`src/rtl/spim_pkg.sv`:
```
package spim_pkg;
  typedef enum logic [2:0] {
    ST_IDLE  = 3'd0,
    ST_SETUP = 3'd1,
    ST_LEAD  = 3'd2,
    ST_TRAIL = 3'd3,
    ST_TAIL  = 3'd4
  } spim_state_e;

  localparam int MIN_BITS = 2;
endpackage

```
`src/rtl/spim_counter.sv`:
```
module spim_counter #(
  parameter int W = 10
) (
  input  logic         clk,
  input  logic         rst,
  input  logic         clr,
  input  logic         inc,
  output logic [W-1:0] cnt
);
  always_ff @(posedge clk) begin
    if (rst || clr) cnt <= '0;
    else if (inc)   cnt <= cnt + 1'b1;
  end
endmodule

```
`src/rtl/spim_timing.sv`:
```
module spim_timing #(
  parameter int PS_W = 8
) (
  input  logic [PS_W-1:0] ps,
  input  logic            pol,
  output logic [PS_W:0]   half_lead,
  output logic [PS_W:0]   half_idle
);
  logic [PS_W:0] period, hi_len, lo_len;

  always_comb begin
    if (ps == '0) period = (PS_W+1)'(2);
    else          period = {1'b0, ps} + (PS_W+1)'(1);
    hi_len = period >> 1;
    lo_len = period - hi_len;
    // leading phase is the non-idle level
    half_lead = pol ? lo_len : hi_len;
    half_idle = pol ? hi_len : lo_len;
  end
endmodule

```
`src/rtl/spim_shifter.sv`:
```
module spim_shifter #(
  parameter int W_MAX = 16,
  parameter int LEN_W = $clog2(W_MAX + 1)
) (
  input  logic             clk,
  input  logic             rst,
  input  logic             load,
  input  logic [LEN_W-1:0] len,
  input  logic [W_MAX-1:0] tx,
  input  logic             adv,
  input  logic             capture,
  input  logic             miso,
  input  logic             release_line,
  output logic             mosi,
  output logic [W_MAX-1:0] rx
);
  logic [W_MAX-1:0] tx_sh, aligned;
  logic [LEN_W-1:0] pad;

  always_comb begin
    pad     = LEN_W'(W_MAX) - len;
    aligned = tx << pad;
  end

  always_ff @(posedge clk) begin
    if (rst) begin
      tx_sh <= '0;
      rx    <= '0;
      mosi  <= 1'b0;
    end else if (load) begin
      tx_sh <= aligned;
      rx    <= '0;
      mosi  <= aligned[W_MAX-1];
    end else begin
      if (adv) begin
        tx_sh <= tx_sh << 1;
        mosi  <= tx_sh[W_MAX-2];
      end
      if (capture) rx <= {rx[W_MAX-2:0], miso};
      if (release_line) mosi <= 1'b0;
    end
  end
endmodule

```
`src/rtl/spim_engine.sv`:
```
module spim_engine
  import spim_pkg::*;
#(
  parameter int W_MAX = 16,
  parameter int PS_W  = 8,
  parameter int DLY_W = 8,
  parameter int LEN_W = $clog2(W_MAX + 1)
) (
  input  logic             clk,
  input  logic             rst,
  input  logic             start,
  input  logic [W_MAX-1:0] tx_data,
  input  logic [LEN_W-1:0] len_cfg,
  input  logic [PS_W-1:0]  ps_cfg,
  input  logic             pol_cfg,
  input  logic [DLY_W-1:0] c2t_cfg,
  input  logic [DLY_W-1:0] t2c_cfg,
  input  logic             hold_cfg,
  input  logic             ena_n,
  input  logic             miso,
  output logic             cs_n,
  output logic             sclk,
  output logic             mosi,
  output logic [W_MAX-1:0] rx_data,
  output logic             done
);
  localparam int WIDE  = (PS_W > DLY_W) ? PS_W : DLY_W;
  localparam int CNT_W = WIDE + 2;

  spim_state_e      st, st_nx;
  logic [PS_W-1:0]  ps_q;
  logic             pol_q, hold_q;
  logic [DLY_W-1:0] c2t_q, t2c_q;
  logic [LEN_W-1:0] len_q, len_cl, bit_q;
  logic [CNT_W-1:0] cnt, setup_chk, setup_last, lead_last, idle_last, tail_last;
  logic [PS_W:0]    half_lead, half_idle;
  logic [W_MAX-1:0] rx_sh;
  logic             cnt_clr, cnt_inc, load, adv, capture, finish, chain, last_bit;

  // length clamp to the supported range
  always_comb begin
    if (len_cfg < LEN_W'(MIN_BITS))   len_cl = LEN_W'(MIN_BITS);
    else if (len_cfg > LEN_W'(W_MAX)) len_cl = LEN_W'(W_MAX);
    else                              len_cl = len_cfg;
  end

  spim_timing #(.PS_W(PS_W)) i_timing (
    .ps        (ps_q),
    .pol       (pol_q),
    .half_lead (half_lead),
    .half_idle (half_idle)
  );

  spim_counter #(.W(CNT_W)) i_counter (
    .clk (clk),
    .rst (rst),
    .clr (cnt_clr),
    .inc (cnt_inc),
    .cnt (cnt)
  );

  spim_shifter #(.W_MAX(W_MAX), .LEN_W(LEN_W)) i_shifter (
    .clk          (clk),
    .rst          (rst),
    .load         (load),
    .len          (len_cl),
    .tx           (tx_data),
    .adv          (adv),
    .capture      (capture),
    .miso         (miso),
    .release_line (finish),
    .mosi         (mosi),
    .rx           (rx_sh)
  );

  always_comb begin
    setup_chk  = CNT_W'(c2t_q) + CNT_W'(1);
    setup_last = setup_chk + CNT_W'(hold_q);
    lead_last  = CNT_W'(half_lead) - CNT_W'(1);
    idle_last  = CNT_W'(half_idle) - CNT_W'(1);
    tail_last  = CNT_W'(t2c_q);
    last_bit   = (bit_q == len_q - LEN_W'(1));
  end

  // sequencing
  always_comb begin
    st_nx   = st;
    cnt_clr = 1'b0;
    cnt_inc = 1'b0;
    load    = 1'b0;
    adv     = 1'b0;
    capture = 1'b0;
    finish  = 1'b0;
    chain   = 1'b0;
    case (st)
      ST_IDLE: begin
        if (start) begin
          st_nx   = ST_SETUP;
          cnt_clr = 1'b1;
          load    = 1'b1;
        end
      end
      ST_SETUP: begin
        if (cnt == setup_chk && ena_n) begin
          st_nx = ST_SETUP;               // stall: clock stays idle
        end else if (cnt == setup_last) begin
          st_nx   = ST_LEAD;
          cnt_clr = 1'b1;
        end else begin
          cnt_inc = 1'b1;
        end
      end
      ST_LEAD: begin
        if (cnt == lead_last) begin
          st_nx   = ST_TRAIL;
          cnt_clr = 1'b1;
          capture = 1'b1;
        end else begin
          cnt_inc = 1'b1;
        end
      end
      ST_TRAIL: begin
        if (cnt == idle_last) begin
          cnt_clr = 1'b1;
          if (!last_bit) begin
            st_nx = ST_LEAD;
            adv   = 1'b1;
          end else if (hold_q && start) begin
            st_nx = ST_SETUP;
            chain = 1'b1;
            load  = 1'b1;
          end else begin
            st_nx = ST_TAIL;
          end
        end else begin
          cnt_inc = 1'b1;
        end
      end
      ST_TAIL: begin
        if (cnt == tail_last) begin
          st_nx  = ST_IDLE;
          finish = 1'b1;
        end else begin
          cnt_inc = 1'b1;
        end
      end
      default: st_nx = ST_IDLE;
    endcase
  end

  always_ff @(posedge clk) begin
    if (rst) begin
      st     <= ST_IDLE;
      ps_q   <= '0;
      pol_q  <= 1'b0;
      hold_q <= 1'b0;
      c2t_q  <= '0;
      t2c_q  <= '0;
      len_q  <= LEN_W'(MIN_BITS);
      bit_q  <= '0;
    end else begin
      st <= st_nx;
      if (load) begin
        ps_q   <= ps_cfg;
        pol_q  <= pol_cfg;
        hold_q <= hold_cfg;
        c2t_q  <= c2t_cfg;
        t2c_q  <= t2c_cfg;
        len_q  <= len_cl;
        bit_q  <= '0;
      end else if (adv) begin
        bit_q <= bit_q + LEN_W'(1);
      end
    end
  end

  // registered pin outputs
  always_ff @(posedge clk) begin
    if (rst) begin
      cs_n    <= 1'b1;
      sclk    <= 1'b0;
      rx_data <= '0;
      done    <= 1'b0;
    end else begin
      cs_n <= (st_nx == ST_IDLE);
      done <= finish || chain;
      if (finish || chain) rx_data <= rx_sh;
      if (st == ST_IDLE || load) sclk <= pol_cfg;
      else                       sclk <= (st_nx == ST_LEAD) ? ~pol_q : pol_q;
    end
  end
endmodule

```
`config.mk`:
```
export PLATFORM = sky130hd
export DESIGN_NAME = spim_engine
export DESIGN_NICKNAME = d
export VERILOG_FILES = /design/src/rtl/spim_pkg.sv /design/src/rtl/spim_counter.sv /design/src/rtl/spim_timing.sv /design/src/rtl/spim_shifter.sv /design/src/rtl/spim_engine.sv
export SDC_FILE = /design/constraint.sdc
export NUM_CORES = 1
export LEC_CHECK = 0
export ABC_CLOCK_PERIOD_IN_PS = 5350
export BUFFER_PORTS_ARGS = -buffer_cell sky130_fd_sc_hd__buf_2
export CAP_MARGIN = 15
export CORE_ASPECT_RATIO = 0.7
export CORE_MARGIN = 2
export CORE_UTILIZATION = 45
export CTS_CLUSTER_DIAMETER = 120
export DETAILED_ROUTE_END_ITERATION = 8
export SYNTH_ARGS = -nofsm -noshare
export SYNTH_HDL_FRONTEND = slang
export SYNTH_SLANG_ARGS = --single-unit
```
`constraint.sdc`:
```
create_clock -name clk -period 5.35 [get_ports clk]
set_input_delay 0.8025 -clock clk [delete_from_list [all_inputs] [get_ports clk]]
set_output_delay 0.8025 -clock clk [all_outputs]
set_load 0.1 [all_outputs]
```
==> flow_summary_export.csv, run 1 <==
group,metric,value,unit
status,status,"finished clean",
synthesis,postSynth.asyncResetShare,0,%
place,dp.final_hpwl,14700,um
clock_network,tritoncts_num_sinks,100,
global_route,initial_antenna_violation_count,0,
sta,fin_worst_skew,0.0110,ns
route,number_of_detailed_route_iterations_in_the_first_pass,5,
run,cap_viol_max_count,0,
place,pre_cts_ws,0.324,ns
setup_path,critPathKind,"flop to flop",
power_and_ir_drop,max-vdd-ir-drop,0.182,mV
clock_network,tritoncts,"done",
sta,min_period,4.97,ns
setup_path,critical_path_peak_fanout,8,
cells_and_area,area_growth,12.4,%
place,buffer_ports.inserted,71,
synthesis,synthSimpleGateAreaFrac,24.1,%
die,start_util,46.2,%
global_route,first_global_vias,6088,
setup_path,worst_setup_slack_for_register_to_register_paths,0.38,ns
sta,postLayoutSetupSlackWorst,0.376,ns
sta,total_of_endpoints_with_negative_setup_slack_in_the_final_report,0,
sta,finalMaxSlewViolations,0,
cells_and_area,final.fill_count,1607,
cells_and_area,drive_above_1_share,16.5,%
sta,fin_setup_tns,0,ns
worst_hold_path,worst_hold_path.num_cells,2,
sta,slew-limit-headroom,34.7,%
synthesis,synth_edf_count,0,
clock_network,clkLatencyLatePin,0.35,ns
route,via_total_after_detailed_routing,6845,
setup_path,critical_path.startpoint_type,"flop",
synthesis,synth_top_family_by_area,"simple AND/OR/NAND/NOR gates",
sta,fmax,0.201,GHz
clock_network,cts.reportedPaths.clkPinSlew,0.08,ns
synthesis,synth_ff_type,"sky130_fd_sc_hd__dfxtp_1",
synthesis,synthesis.instances,928,
cells_and_area,antennaDiodeCount,0,
synthesis,synth_compound_area_share,20.4,%
synthesis,post_synth_mux_area_share,11.9,%
clock_network,ctsHoldBuffers,0,
die,chipWidth,159,um
setup_path,ff2ff_path_depth,18,
power_and_ir_drop,power.density_cell_area,287,nW/um^2
route,route.antenna.remaining_nets,0,
setup_path,reg2reg_to,"sclk",
synthesis,synth.cell_area,7550,um^2
die,core-area,16300,um^2
clock_network,root_buf_cell,"sky130_fd_sc_hd__clkbuf_16",
setup_path,worstReg2RegStart,"ps_q[1]",
clock_network,cts-buffers-inserted,9,
synthesis,xor_and_xnor_area_share_after_synthesis,8.68,%
cells_and_area,sequential_cell_area,2000,um^2
synthesis,synth.ff_latch_count,100,
setup_path,critPathArrivalTime,5.22,ns
die,design.portCount,72,
synthesis,synthesis.yosys.warnings,0,
setup_path,worst_ep_required_time,5.60,ns
synthesis,synthDominantAreaCellType,"sky130_fd_sc_hd__dfxtp_1",
sta,max_slew.worst_pin.slew,0.976,ns
synthesis,synth_top_area_share,26.5,%
synthesis,synth_seq_area_share,26.5,%
synthesis,post_synth_num_cell_types,88,
clock_network,clk_path_buf_depth,2,
worst_hold_path,hold_end,"t2c_q[3]",
global_route,globalRoute.totalOverflow,0,
worst_hold_path,hold_path_startpoint,"t2c_q[3]",
route,vias_per_cell,5.69,
cells_and_area,fin_nets,1043,
global_route,grt_start_max_net_pins,72,
global_route,first_pass_grt_wire_length,32500,um
synthesis,syn_area_per_cell,8.14,um^2
route,initialDrtViolationCount,564,
place,gp_congestion,0.917,
setup_path,critical_path.startpoint,"ps_q[1]",
synthesis,post_synth_fa_ha_maj_area_fraction,2.98,%
route,route.detailed.wl_per_inst,16.4,um
sta,period_utilization,93.0,%
worst_hold_path,hold_path.class,"flop to flop",
synthesis,synth_top_cells_by_area,"sky130_fd_sc_hd__dfxtp_1 (27%), sky130_fd_sc_hd__mux2i_1 (11%), sky130_fd_sc_hd__nand2_1 (5.3%), sky130_fd_sc_hd__a21oi_1 (4.6%), sky130_fd_sc_hd__xor2_1 (3.9%)",
die,design.die.area,17800,um^2
sta,final_number_of_hold_violating_endpoints,0,
route,count_of_unresolved_drc_violations_after_routing,0,
power_and_ir_drop,power.static_leakage,3.41,nW
die,fp.dieH,112,um
sta,rsz_0062_raised_after_global_routing,"false",
route,routed_wirelength,19800,um
die,placement_rows,39,
clock_network,cts-htree-levels,3,
setup_path,critPathCaptureType,"flop",
cells_and_area,multi_input_comb_area,5190,um^2
global_route,grt.total_usage,22.0,%
synthesis,syn_nets,998,
-- where the power goes --
group          internal, W  switching (W)  leakage (nW)
sequential        0.000778      0.0000405         0.814
combinational     0.000372       0.000573          2.44
clock             0.000337       0.000334         0.151
-- flip-flops by register name, summed over array words and instances (netlist names), 3 cells and up --
signal,count
bit_q,5
c2t_q,8
i_counter.cnt,10
i_shifter.rx,16
i_shifter.tx_sh,15
len_q,5
ps_q,8
rx_data,16
st,3
t2c_q,8
-- how the worst max path moves through the flow --
stage,slack [ns],end
after floorplan,0.49,i_counter.cnt[6]
after global placement,0.36,i_shifter.mosi
after detailed placement,0.32,i_shifter.tx_sh[1]
after CTS,0.28,i_shifter.tx_sh[1]
after global routing,0.03,i_shifter.rx[10]
final,0.38,sclk
-- worst max-delay path, stage by stage, from the launching register on --
cell and delay [ns]:
sky130_fd_sc_hd__dfxtp_1 0.36, sky130_fd_sc_hd__inv_1 0.07, sky130_fd_sc_hd__ha_1 0.15, sky130_fd_sc_hd__or4b_4 0.48
sky130_fd_sc_hd__o21ai_4 0.18, sky130_fd_sc_hd__inv_2 0.08, sky130_fd_sc_hd__ha_1 0.40, sky130_fd_sc_hd__o211ai_1 0.42
sky130_fd_sc_hd__buf_4 0.21, sky130_fd_sc_hd__a21oi_4 0.04, sky130_fd_sc_hd__o21bai_1 0.23, sky130_fd_sc_hd__a41oi_4 0.22
sky130_fd_sc_hd__or3b_2 0.53, sky130_fd_sc_hd__xnor2_1 0.23, sky130_fd_sc_hd__nand4b_1 0.28, sky130_fd_sc_hd__a211oi_4 0.37
sky130_fd_sc_hd__nor3b_2 0.10, sky130_fd_sc_hd__a31o_2 0.25, sky130_fd_sc_hd__a311oi_1 0.27
-- synthesized netlist by cell type (all sizes together) (5+ instances only) --
master,n
nand2,107
dfxtp,100
mux2i,84
a21oi,72
nor2,72
nor3,43
clkbuf,36
xor2,35
xnor2,33
a211oi,32
inv,28
buf,27
o21ai,27
nand3,25
ha,18
nand4,18
and2,12
nor4,12
and3,9
nand2b,9
or3,9
o21a,8
and4,7
a21o,6
a41oi,6
nor4b,6
a211o,5
nand3b,5
nor2b,5
o211ai,5
o31ai,5
-- routing by layer --
| layer | part of all wire, % | GRT usage [%] |
|---|---|---|
| met3 | 6.7 | 3.62 |
| met2 | 38 | 29.9 |
| met1 | 55 | 36.2 |
| met4 | 0.40 | 3.00 |
| met5 | 0 | 0 |
-- stage by stage --
step | std cells | area (um^2) | total power (W) | utilization [%] | hold WS [ns]
after detailed placement | 1186 | 8130 | 0.00175 | 49.8 | 0.457
after CTS | 1202 | 8450 | 0.00243 | 51.7 | 0.467
final | 1203 | 8480 | 0.00243 | 51.9 | 0.465
after global routing | 1203 | 8480 | 0.00258 | 51.9 | 0.487
after global placement | 1186 | 8130 | 0.00175 | 49.8 | 0.453
after floorplan | 928 | 7550 | 0.00152 | - | 0.444
-- cells in the final DEF, fill, tap and decap left out, types with 4 or more instances in the layout --
| master | netlist | routed |
|---|---|---|
| sky130_fd_sc_hd__nand3b_1 | 4 | 4 |
| sky130_fd_sc_hd__a211o_1 | 5 | 5 |
| sky130_fd_sc_hd__nor2b_1 | 5 | 5 |
| sky130_fd_sc_hd__inv_1 | 26 | 26 |
| sky130_fd_sc_hd__ha_1 | 18 | 18 |
| sky130_fd_sc_hd__xnor2_1 | 32 | 32 |
| sky130_fd_sc_hd__nand2b_1 | 9 | 9 |
| sky130_fd_sc_hd__nor3_2 | 3 | 4 |
| sky130_fd_sc_hd__and4_1 | 5 | 5 |
| sky130_fd_sc_hd__mux2i_1 | 84 | 84 |
| sky130_fd_sc_hd__nor4_1 | 10 | 10 |
| sky130_fd_sc_hd__a21oi_1 | 70 | 69 |
| sky130_fd_sc_hd__and3_1 | 9 | 9 |
| sky130_fd_sc_hd__o21ai_0 | 23 | 22 |
| sky130_fd_sc_hd__nand3_1 | 25 | 25 |
| sky130_fd_sc_hd__o21a_1 | 8 | 8 |
| sky130_fd_sc_hd__xor2_1 | 34 | 34 |
| sky130_fd_sc_hd__nor3_1 | 40 | 39 |
| sky130_fd_sc_hd__nor2_1 | 72 | 71 |
| sky130_fd_sc_hd__buf_2 | 16 | 71 |
| sky130_fd_sc_hd__a211oi_1 | 30 | 29 |
| sky130_fd_sc_hd__and2_1 | 12 | 12 |
| sky130_fd_sc_hd__dfxtp_1 | 100 | 99 |
| sky130_fd_sc_hd__o21ai_1 | 3 | 4 |
| sky130_fd_sc_hd__o211ai_1 | 5 | 5 |
| sky130_fd_sc_hd__a21o_1 | 6 | 6 |
| sky130_fd_sc_hd__clkbuf_16 | 0 | 9 |
| sky130_fd_sc_hd__buf_4 | 5 | 22 |
| sky130_fd_sc_hd__or3_1 | 9 | 9 |
| sky130_fd_sc_hd__nand4_1 | 17 | 17 |
| sky130_fd_sc_hd__nor4b_1 | 5 | 5 |
| sky130_fd_sc_hd__nand2_1 | 107 | 107 |
| sky130_fd_sc_hd__o31ai_1 | 4 | 4 |
| sky130_fd_sc_hd__or2_2 | 3 | 4 |
| sky130_fd_sc_hd__a31oi_1 | 4 | 4 |
-- repair_timing --
item / CTS / global route
endpoints found under the hold margin: 0 / 0
buffers inserted: 0 / 1
gates resized for setup: 0 / 7
setup endpoints to repair: 0 / 68
-- cell type report --
cell class / instances / share of cell area, %
Multi-Input combinational cell: 737 / 61.2
Sequential cell: 100 / 23.6
Timing Repair Buffer: 97 / 6.98
Tap cell: 225 / 3.32
Clock buffer: 9 / 2.65
Inverter: 28 / 1.24
Clock inverter: 7 / 1.02
-- cells by family (layout without fill, tap and decap cells) --
| group | count (synthesis) | in the layout |
|---|---|---|
| multiplexers | 87 | 87 |
| adder cells (fa/ha/maj) | 18 | 18 |
| flip-flops | 100 | 100 |
| XOR/XNOR | 70 | 70 |
| buffers and inverters | 91 | 141 |
| AND/OR/NAND/NOR | 353 | 353 |
| AO/OA/AOI/OAI | 209 | 209 |
(Power assumes the default switching activity.)
==> run 2: changes to the inputs <==
--- a/config.mk
+++ b/config.mk
@@ -15,4 +15,5 @@
 export DETAILED_ROUTE_END_ITERATION = 8
 export SYNTH_ARGS = -nofsm -noshare
 export SYNTH_HDL_FRONTEND = slang
+export SYNTH_HIERARCHICAL = 1
 export SYNTH_SLANG_ARGS = --single-unit
==> run 2 against run 1 <==
  * Via count down 9.2%
  * Register-to-register slack worse by 0.11 ns
  * Utilization up 1.3 points
  * Maximum frequency down 2.1%
  * Final area down 2.5%
  * Clock power down 0.9%
  * Hold slack better by 0.0097 ns
  * Synthesized area down 5.0%
  * Setup slack worse by 0.11 ns
  * Clock-buffer cell count unchanged
  * Largest power group unchanged
==> flow_summary_export.csv, run 2 <==
group,metric,value,unit
power_and_ir_drop,power.static_leakage,3.46,nW
sta,total_of_endpoints_with_negative_setup_slack_in_the_final_report,0,
clock_network,ctsHoldBuffers,0,
global_route,initial_antenna_violation_count,1,
synthesis,synthMostInstantiatedCell,"sky130_fd_sc_hd__nor2_1",
clock_network,cts-htree-levels,3,
setup_path,critPathArrivalTime,5.34,ns
global_route,grt_start_max_net_pins,50,
cells_and_area,drive_above_1_share,20.1,%
synthesis,synth_top_cells_by_area,"sky130_fd_sc_hd__dfxtp_1 (28%), sky130_fd_sc_hd__mux2i_1 (13%), sky130_fd_sc_hd__nor2_1 (6.2%), sky130_fd_sc_hd__xnor2_1 (4.3%), sky130_fd_sc_hd__xor2_1 (4.2%)",
place,placed_cells_incl_taps,1101,
cells_and_area,fin_nets,987,
power_and_ir_drop,max-vdd-ir-drop,0.153,mV
power_and_ir_drop,total_power,0.00250,W
place,buffer_ports.inserted,71,
clock_network,root_buf_cell,"sky130_fd_sc_hd__clkbuf_16",
cells_and_area,finalNonFillerCells,1120,
setup_path,worst_ep_required_time,5.61,ns
setup_path,reg2reg_to,"sclk",
sta,rsz_0062_raised_after_global_routing,"true",
synthesis,synthDominantAreaCellType,"sky130_fd_sc_hd__dfxtp_1",
route,route.antenna.remaining_nets,0,
synthesis,post_synth_num_cell_types,79,
synthesis,synth.ff_latch_count,100,
sta,finalMaxSlewViolations,0,
synthesis,synth_seq_area_share,27.9,%
sta,holdWs,0.475,ns
status,status,"finished clean",
synthesis,synth_ff_type,"sky130_fd_sc_hd__dfxtp_1",
power_and_ir_drop,power.density_cell_area,302,nW/um^2
sta,fin_setup_tns,0,ns
setup_path,critical_path_peak_fanout,5,
synthesis,synthesis.instances,845,
place,pre_cts_ws,0.0594,ns
die,design.portCount,72,
route,route.detailed.wl_per_inst,15.4,um
place,dp.final_hpwl,12800,um
die,start_util,46.1,%
sta,fin_worst_skew,0.0192,ns
place,gp_congestion,0.855,
global_route,first_global_vias,5581,
global_route,first_pass_grt_wire_length,28700,um
die,design.die.area,17000,um^2
sta,period_utilization,95.0,%
synthesis,synthesis.yosys.warnings,6,
setup_path,critPathKind,"flop to flop",
route,number_of_detailed_route_iterations_in_the_first_pass,5,
setup_path,critical_path.startpoint_type,"flop",
clock_network,tritoncts_num_sinks,100,
sta,final_number_of_hold_violating_endpoints,0,
synthesis,synth_edf_count,0,
synthesis,synth.cell_area,7170,um^2
cells_and_area,antennaDiodeCount,0,
setup_path,critPathCaptureType,"flop",
synthesis,syn_nets,917,
synthesis,synth_top_area_share,27.9,%
synthesis,yosys-top-cells-count,"sky130_fd_sc_hd__nor2_1 (119), sky130_fd_sc_hd__dfxtp_1 (100), sky130_fd_sc_hd__mux2i_1 (93)",
route,via_total_after_detailed_routing,6218,
sta,max_slew.worst_pin.slew,1.02,ns
clock_network,cts.reportedPaths.clkPinSlew,0.07,ns
worst_hold_path,hold_path_startpoint,"i_shifter/tx_sh[1]",
die,chipWidth,155,um
sta,fmax,0.197,GHz
clock_network,tritoncts,"done",
cells_and_area,final.fill_count,1528,
cells_and_area,layout_common_cells,"sky130_fd_sc_hd__nor2_1 (118), sky130_fd_sc_hd__dfxtp_1 (98), sky130_fd_sc_hd__mux2i_1 (92)",
clock_network,cts-buffers-inserted,9,
setup_path,ff2ff_path_depth,19,
route,count_of_unresolved_drc_violations_after_routing,0,
route,vias_per_cell,5.55,
clock_network,clkLatencyLatePin,0.36,ns
run,cap_viol_max_count,0,
worst_hold_path,worst_hold_path.num_cells,2,
clock_network,clk_path_buf_depth,2,
setup_path,worstReg2RegStart,"ps_q[0]",
cells_and_area,area_growth,15.4,%
global_route,globalRoute.totalOverflow,0,
cells_and_area,mostFrequentLayoutCell,"sky130_fd_sc_hd__nor2_1",
route,routed_wirelength,17200,um
worst_hold_path,hold_end,"i_shifter/tx_sh[1]",
die,fp.dieH,110,um
route,initialDrtViolationCount,411,
sta,min_period,5.08,ns
die,core-area,15500,um^2
cells_and_area,reg.largest.list,"i_shifter/rx x16, rx_data x16, i_shifter/tx_sh x15",
sta,slew-limit-headroom,31.5,%
die,placement_rows,38,
worst_hold_path,hold_path.class,"flop to flop",
global_route,grt.total_usage,20.8,%
sta,postLayoutSetupSlackWorst,0.266,ns
setup_path,worst_setup_slack_for_register_to_register_paths,0.27,ns
synthesis,postSynth.asyncResetShare,0,%
synthesis,syn_area_per_cell,8.49,um^2
[run 2: layout make-up]
cell class	instances	area, um^2	area share (%)
multi-input combinational	655	4890	59.1
sequential	100	2000	24.2
timing repair buffer	110	668	8.08
tap	200	250	3.02
clock buffer	9	225	2.72
inverter	39	146	1.77
clock inverter	7	86.3	1.04
[run 2: stage by stage]
stage | util [%] | instance area, um^2
global route | 53.2 | 8270
global placement | 50.5 | 7850
floorplan | - | 7180
finish | 53.2 | 8270
detailed placement | 50.5 | 7850
CTS | 52.5 | 8160
[run 2: timing repair]
item / in CTS / in global routing
gates resized for setup: 0 / 22
buffers inserted: 0 / 3
setup endpoints to repair: 0 / 75
[run 2: worst max-delay path by stage]
stage,startpoint,end,depth (start not counted)
after floorplan,ps_q[0],i_shifter/tx_sh[8],24
after global placement,ps_q[0],i_shifter/tx_sh[9],21
after detailed placement,ps_q[0],i_shifter/tx_sh[9],23
after CTS,ps_q[7],i_shifter/tx_sh[9],23
after global routing,ps_q[7],sclk,20
final,ps_q[0],sclk,19
[run 2: routing by layer]
| layer | global-route usage, % | share of wire (%) | vias to the layer above |
|---|---|---|---|
| met4 | 3.37 | 0.49 | 2 |
| met5 | 0 | 0.070 | - |
| met1 | 32.8 | 55 | 2868 |
| met3 | 4.26 | 4.5 | 12 |
| met2 | 29.0 | 40 | 151 |
| li1 | - | - | 3185 |
[run 2: logic make-up (layout without fill, tap and decap cells)]
group / after synthesis / count (layout) / share of synthesized area, %
AO/OA/AOI/OAI: 142 / 142 / 13.6
XOR/XNOR: 72 / 72 / 9.44
adder cells (fa/ha/maj): 20 / 20 / 3.59
buffers and inverters: 90 / 165 / 5.44
flip-flops: 100 / 100 / 27.9
multiplexers: 103 / 103 / 16.5
AND/OR/NAND/NOR: 318 / 318 / 23.6
[run 2: worst max-delay path, cell delays in order, from the launching register on]
cell                       delay [ns]
sky130_fd_sc_hd__dfxtp_2         0.36
sky130_fd_sc_hd__inv_1           0.06
sky130_fd_sc_hd__ha_1            0.29
sky130_fd_sc_hd__a31oi_2         0.16
sky130_fd_sc_hd__inv_1           0.08
sky130_fd_sc_hd__ha_1            0.23
sky130_fd_sc_hd__fa_2            0.38
sky130_fd_sc_hd__nor2b_4         0.12
sky130_fd_sc_hd__o31a_1          0.18
sky130_fd_sc_hd__a21oi_1         0.08
sky130_fd_sc_hd__nand2_1         0.08
sky130_fd_sc_hd__o21ai_1         0.09
sky130_fd_sc_hd__or3_4           0.37
sky130_fd_sc_hd__or4_4           0.44
sky130_fd_sc_hd__or3b_1          0.36
sky130_fd_sc_hd__a211o_1         0.31
sky130_fd_sc_hd__o21a_1          0.23
sky130_fd_sc_hd__or4_1           0.43
sky130_fd_sc_hd__or4_1           0.48
sky130_fd_sc_hd__a311oi_1        0.25
[run 2: where the power goes]
| group | switching [W] | internal, W |
|---|---|---|
| clock | 0.000329 | 0.000335 |
| sequential | 0.0000400 | 0.000781 |
| combinational | 0.000552 | 0.000459 |
| total | 0.000921 | 0.00157 |
==> run 3: changes to the inputs <==
--- a/config.mk
+++ b/config.mk
@@ -5,6 +5,7 @@
 export SDC_FILE = /design/constraint.sdc
 export NUM_CORES = 1
 export LEC_CHECK = 0
+export ABC_AREA = 1
 export ABC_CLOCK_PERIOD_IN_PS = 5350
 export BUFFER_PORTS_ARGS = -buffer_cell sky130_fd_sc_hd__buf_2
 export CAP_MARGIN = 15
==> run 3 against run 2 <==
  * Clock power hardly changed
  * Highest routed layer is now met4
  * Critical path type unchanged
  * Hold slack worse by 0.0041 ns
  * Clock-buffer cell count is 1 higher
  * Setup slack better by 0.53 ns
  * Utilization is 2.5 points lower
==> flow_summary_export.csv, run 3 <==
group,metric,value,unit
synthesis,synth.ff_latch_count,100,
synthesis,synth_ff_type,"sky130_fd_sc_hd__dfxtp_1",
cells_and_area,finalNonFillerCells,1404,
synthesis,syn_nets,1218,
setup_path,critPathArrivalTime,4.84,ns
global_route,grt.total_usage,23.7,%
cells_and_area,mostFrequentLayoutCell,"sky130_fd_sc_hd__nand2_1",
cells_and_area,drive_above_1_share,12.5,%
global_route,first_global_vias,6156,
sta,period_utilization,85.0,%
sta,max_slew.worst_pin.slew,0.680,ns
setup_path,critPathCaptureType,"flop",
die,start_util,45.8,%
cells_and_area,fin_nets,1271,
power_and_ir_drop,max-vdd-ir-drop,0.193,mV
clock_network,post_cts_buffers,0,
sta,total_of_endpoints_with_negative_setup_slack_in_the_final_report,0,
global_route,globalRoute.totalOverflow,0,
sta,finalMaxSlewViolations,0,
clock_network,ctsHoldBuffers,0,
route,route.detailed.wl_per_inst,13.8,um
clock_network,cts.reportedPaths.clkPinSlew,0.08,ns
synthesis,syn_area_per_cell,6.17,um^2
sta,slew-limit-headroom,54.2,%
place,gp_congestion,0.877,
run,cap_viol_max_count,0,
setup_path,critical_path.startpoint_type,"flop",
die,placement_rows,38,
synthesis,synth_edf_count,0,
clock_network,cts-buffers-inserted,9,
cells_and_area,antennaDiodeCount,0,
synthesis,synthDominantAreaCellType,"sky130_fd_sc_hd__dfxtp_1",
worst_hold_path,hold_path.class,"flop to flop",
clock_network,cts_repair_resize_count,0,
place,placed_cells_incl_taps,1388,
setup_path,critical_path.most_common_cell,"sky130_fd_sc_hd__nand2_1",
sta,fin_setup_tns,0,ns
die,chipWidth,154,um
setup_path,critPathKind,"flop to flop",
synthesis,synth_seq_area_share,28.3,%
route,route.antenna.remaining_nets,0,
clock_network,tritoncts_num_sinks,100,
synthesis,synth_top_area_share,28.3,%
sta,fmax,0.220,GHz
die,fp.dieH,109,um
clock_network,tritoncts,"done",
cells_and_area,reg.largest.list,"i_shifter/rx x16, rx_data x16, i_shifter/tx_sh x15",
sta,fin_worst_skew,0.0108,ns
synthesis,post_synth_num_cell_types,46,
cells_and_area,area_growth,10.9,%
route,via_total_after_detailed_routing,7145,
global_route,initial_antenna_violation_count,0,
setup_path,critical-path-slowest-cell,"sky130_fd_sc_hd__dfxtp_1",
global_route,grt_start_max_net_pins,36,
synthesis,synthMostInstantiatedCell,"sky130_fd_sc_hd__nand2_1",
setup_path,critical_path_peak_fanout,19,
synthesis,synthesis.instances,1146,
clock_network,clkLatencyLatePin,0.35,ns
synthesis,synth.cell_area,7070,um^2
route,number_of_detailed_route_iterations_in_the_first_pass,5,
die,design.portCount,72,
clock_network,cts-htree-levels,3,
place,buffer_ports.inserted,71,
route,initialDrtViolationCount,711,
route,routed_wirelength,19300,um
clock_network,clk_path_buf_depth,2,
global_route,first_pass_grt_wire_length,31900,um
sta,rsz_0062_raised_after_global_routing,"false",
route,count_of_unresolved_drc_violations_after_routing,0,
cells_and_area,final.fill_count,1599,
die,core-area,15500,um^2
synthesis,synth_top_cells_by_area,"sky130_fd_sc_hd__dfxtp_1 (28%), sky130_fd_sc_hd__nand2_1 (15%), sky130_fd_sc_hd__nand3_1 (9.4%), sky130_fd_sc_hd__nor2_1 (8.8%), sky130_fd_sc_hd__o21ai_0 (6.4%)",
clock_network,root_buf_cell,"sky130_fd_sc_hd__clkbuf_16",
route,vias_per_cell,5.09,
status,status,"finished clean",
sta,min_period,4.55,ns
die,design.die.area,16700,um^2
sta,final_number_of_hold_violating_endpoints,0,
synthesis,yosys-top-cells-count,"sky130_fd_sc_hd__nand2_1 (286), sky130_fd_sc_hd__nor2_1 (166), sky130_fd_sc_hd__nand3_1 (133)",
setup_path,critical_path.max_stage_delay,0.41,ns
power_and_ir_drop,total_power,0.00227,W
place,dp.final_hpwl,14800,um
synthesis,synthesis.yosys.warnings,6,
setup_path,worst_ep_required_time,5.64,ns
power_and_ir_drop,power.static_leakage,3.73,nW
power_and_ir_drop,power.density_cell_area,289,nW/um^2
synthesis,postSynth.asyncResetShare,0,%
cells_and_area,layout_common_cells,"sky130_fd_sc_hd__nand2_1 (286), sky130_fd_sc_hd__nor2_1 (166), sky130_fd_sc_hd__nand3_1 (133)",
==> run 3: cell types whose count changed after synthesis, sizes merged, moves of 13 or more <==
cell / change
a21oi: +26
clkbuf: -14
inv: +86
mux2i: -93
nand2: +263
nand3: +120
nor2: +61
nor2b: -13
nor3: -18
o21ai: +66
xnor2: -18
==> run 3: routing by layer <==
layer	part of all wire (%)	global-route usage (%)	up-vias	wire [um]
li1	-	-	3805	-
met1	58	40.1	3117	11200
met2	35	30.6	213	6750
met3	6.6	3.66	10	1280
met4	0.54	3.34	0	104
met5	0	0	-	0
==> run 3: cell type report <==
type	count	area (um^2)	area share, %
Tap cell	200	250	3.19
Multi-Input combinational cell	885	4410	56.2
Clock buffer	10	239	3.05
Sequential cell	100	2000	25.5
Timing Repair Buffer	77	400	5.11
Inverter	126	475	6.06
Clock inverter	6	65.1	0.830
==> run 3: final timing paths <==
check | from | depth (start not counted) | end | slack (ns)
min reg2reg | i_shifter/tx_sh[0] | 2 | i_shifter/tx_sh[0] | 0.47
max reg2reg | ps_q[0] | 28 | i_shifter/mosi | 0.80
min | i_shifter/tx_sh[0] | 2 | i_shifter/tx_sh[0] | 0.47
max | ps_q[0] | 28 | i_shifter/mosi | 0.80
==> run 3: worst max-delay path, delay by kind of cell (launching register included) <==
kind / cells / cell delay [ns]
AO/OA/AOI/OAI: 1 / 0.14
XOR/XNOR: 2 / 0.41
adder cells (fa/ha/maj): 3 / 0.86
buffers and inverters: 3 / 0.20
flip-flops: 1 / 0.41
AND/OR/NAND/NOR: 19 / 2.45
==> run 3: cells by family (layout without fill, tap and decap cells) <==
logic type	count (synthesis)	in the layout	synth area share (%)
compound gates	162	162	12.0
xor+xnor	42	42	5.77
fa+ha+maj	20	20	3.65
buf+inv	161	219	9.33
flops	100	100	28.3
simple gates	661	661	40.9
==> run 3: power by group <==
part | internal [W] | switching, W
registers | 0.000779 | 0.0000333
clock network | 0.000343 | 0.000323
logic | 0.000273 | 0.000518
==> run 3: per-stage QoR <==
| step | utilization, % | setup slack, ns | hold slack [ns] | cell area [um^2] |
|---|---|---|---|---|
| after floorplan | - | 1.40 | 0.441 | 7070 |
| after global placement | 48.8 | 0.973 | 0.455 | 7540 |
| after detailed placement | 48.8 | 0.854 | 0.461 | 7540 |
| after CTS | 50.7 | 0.830 | 0.475 | 7840 |
| after global routing | 50.7 | 0.197 | 0.496 | 7840 |
| final | 50.7 | 0.801 | 0.471 | 7840 |
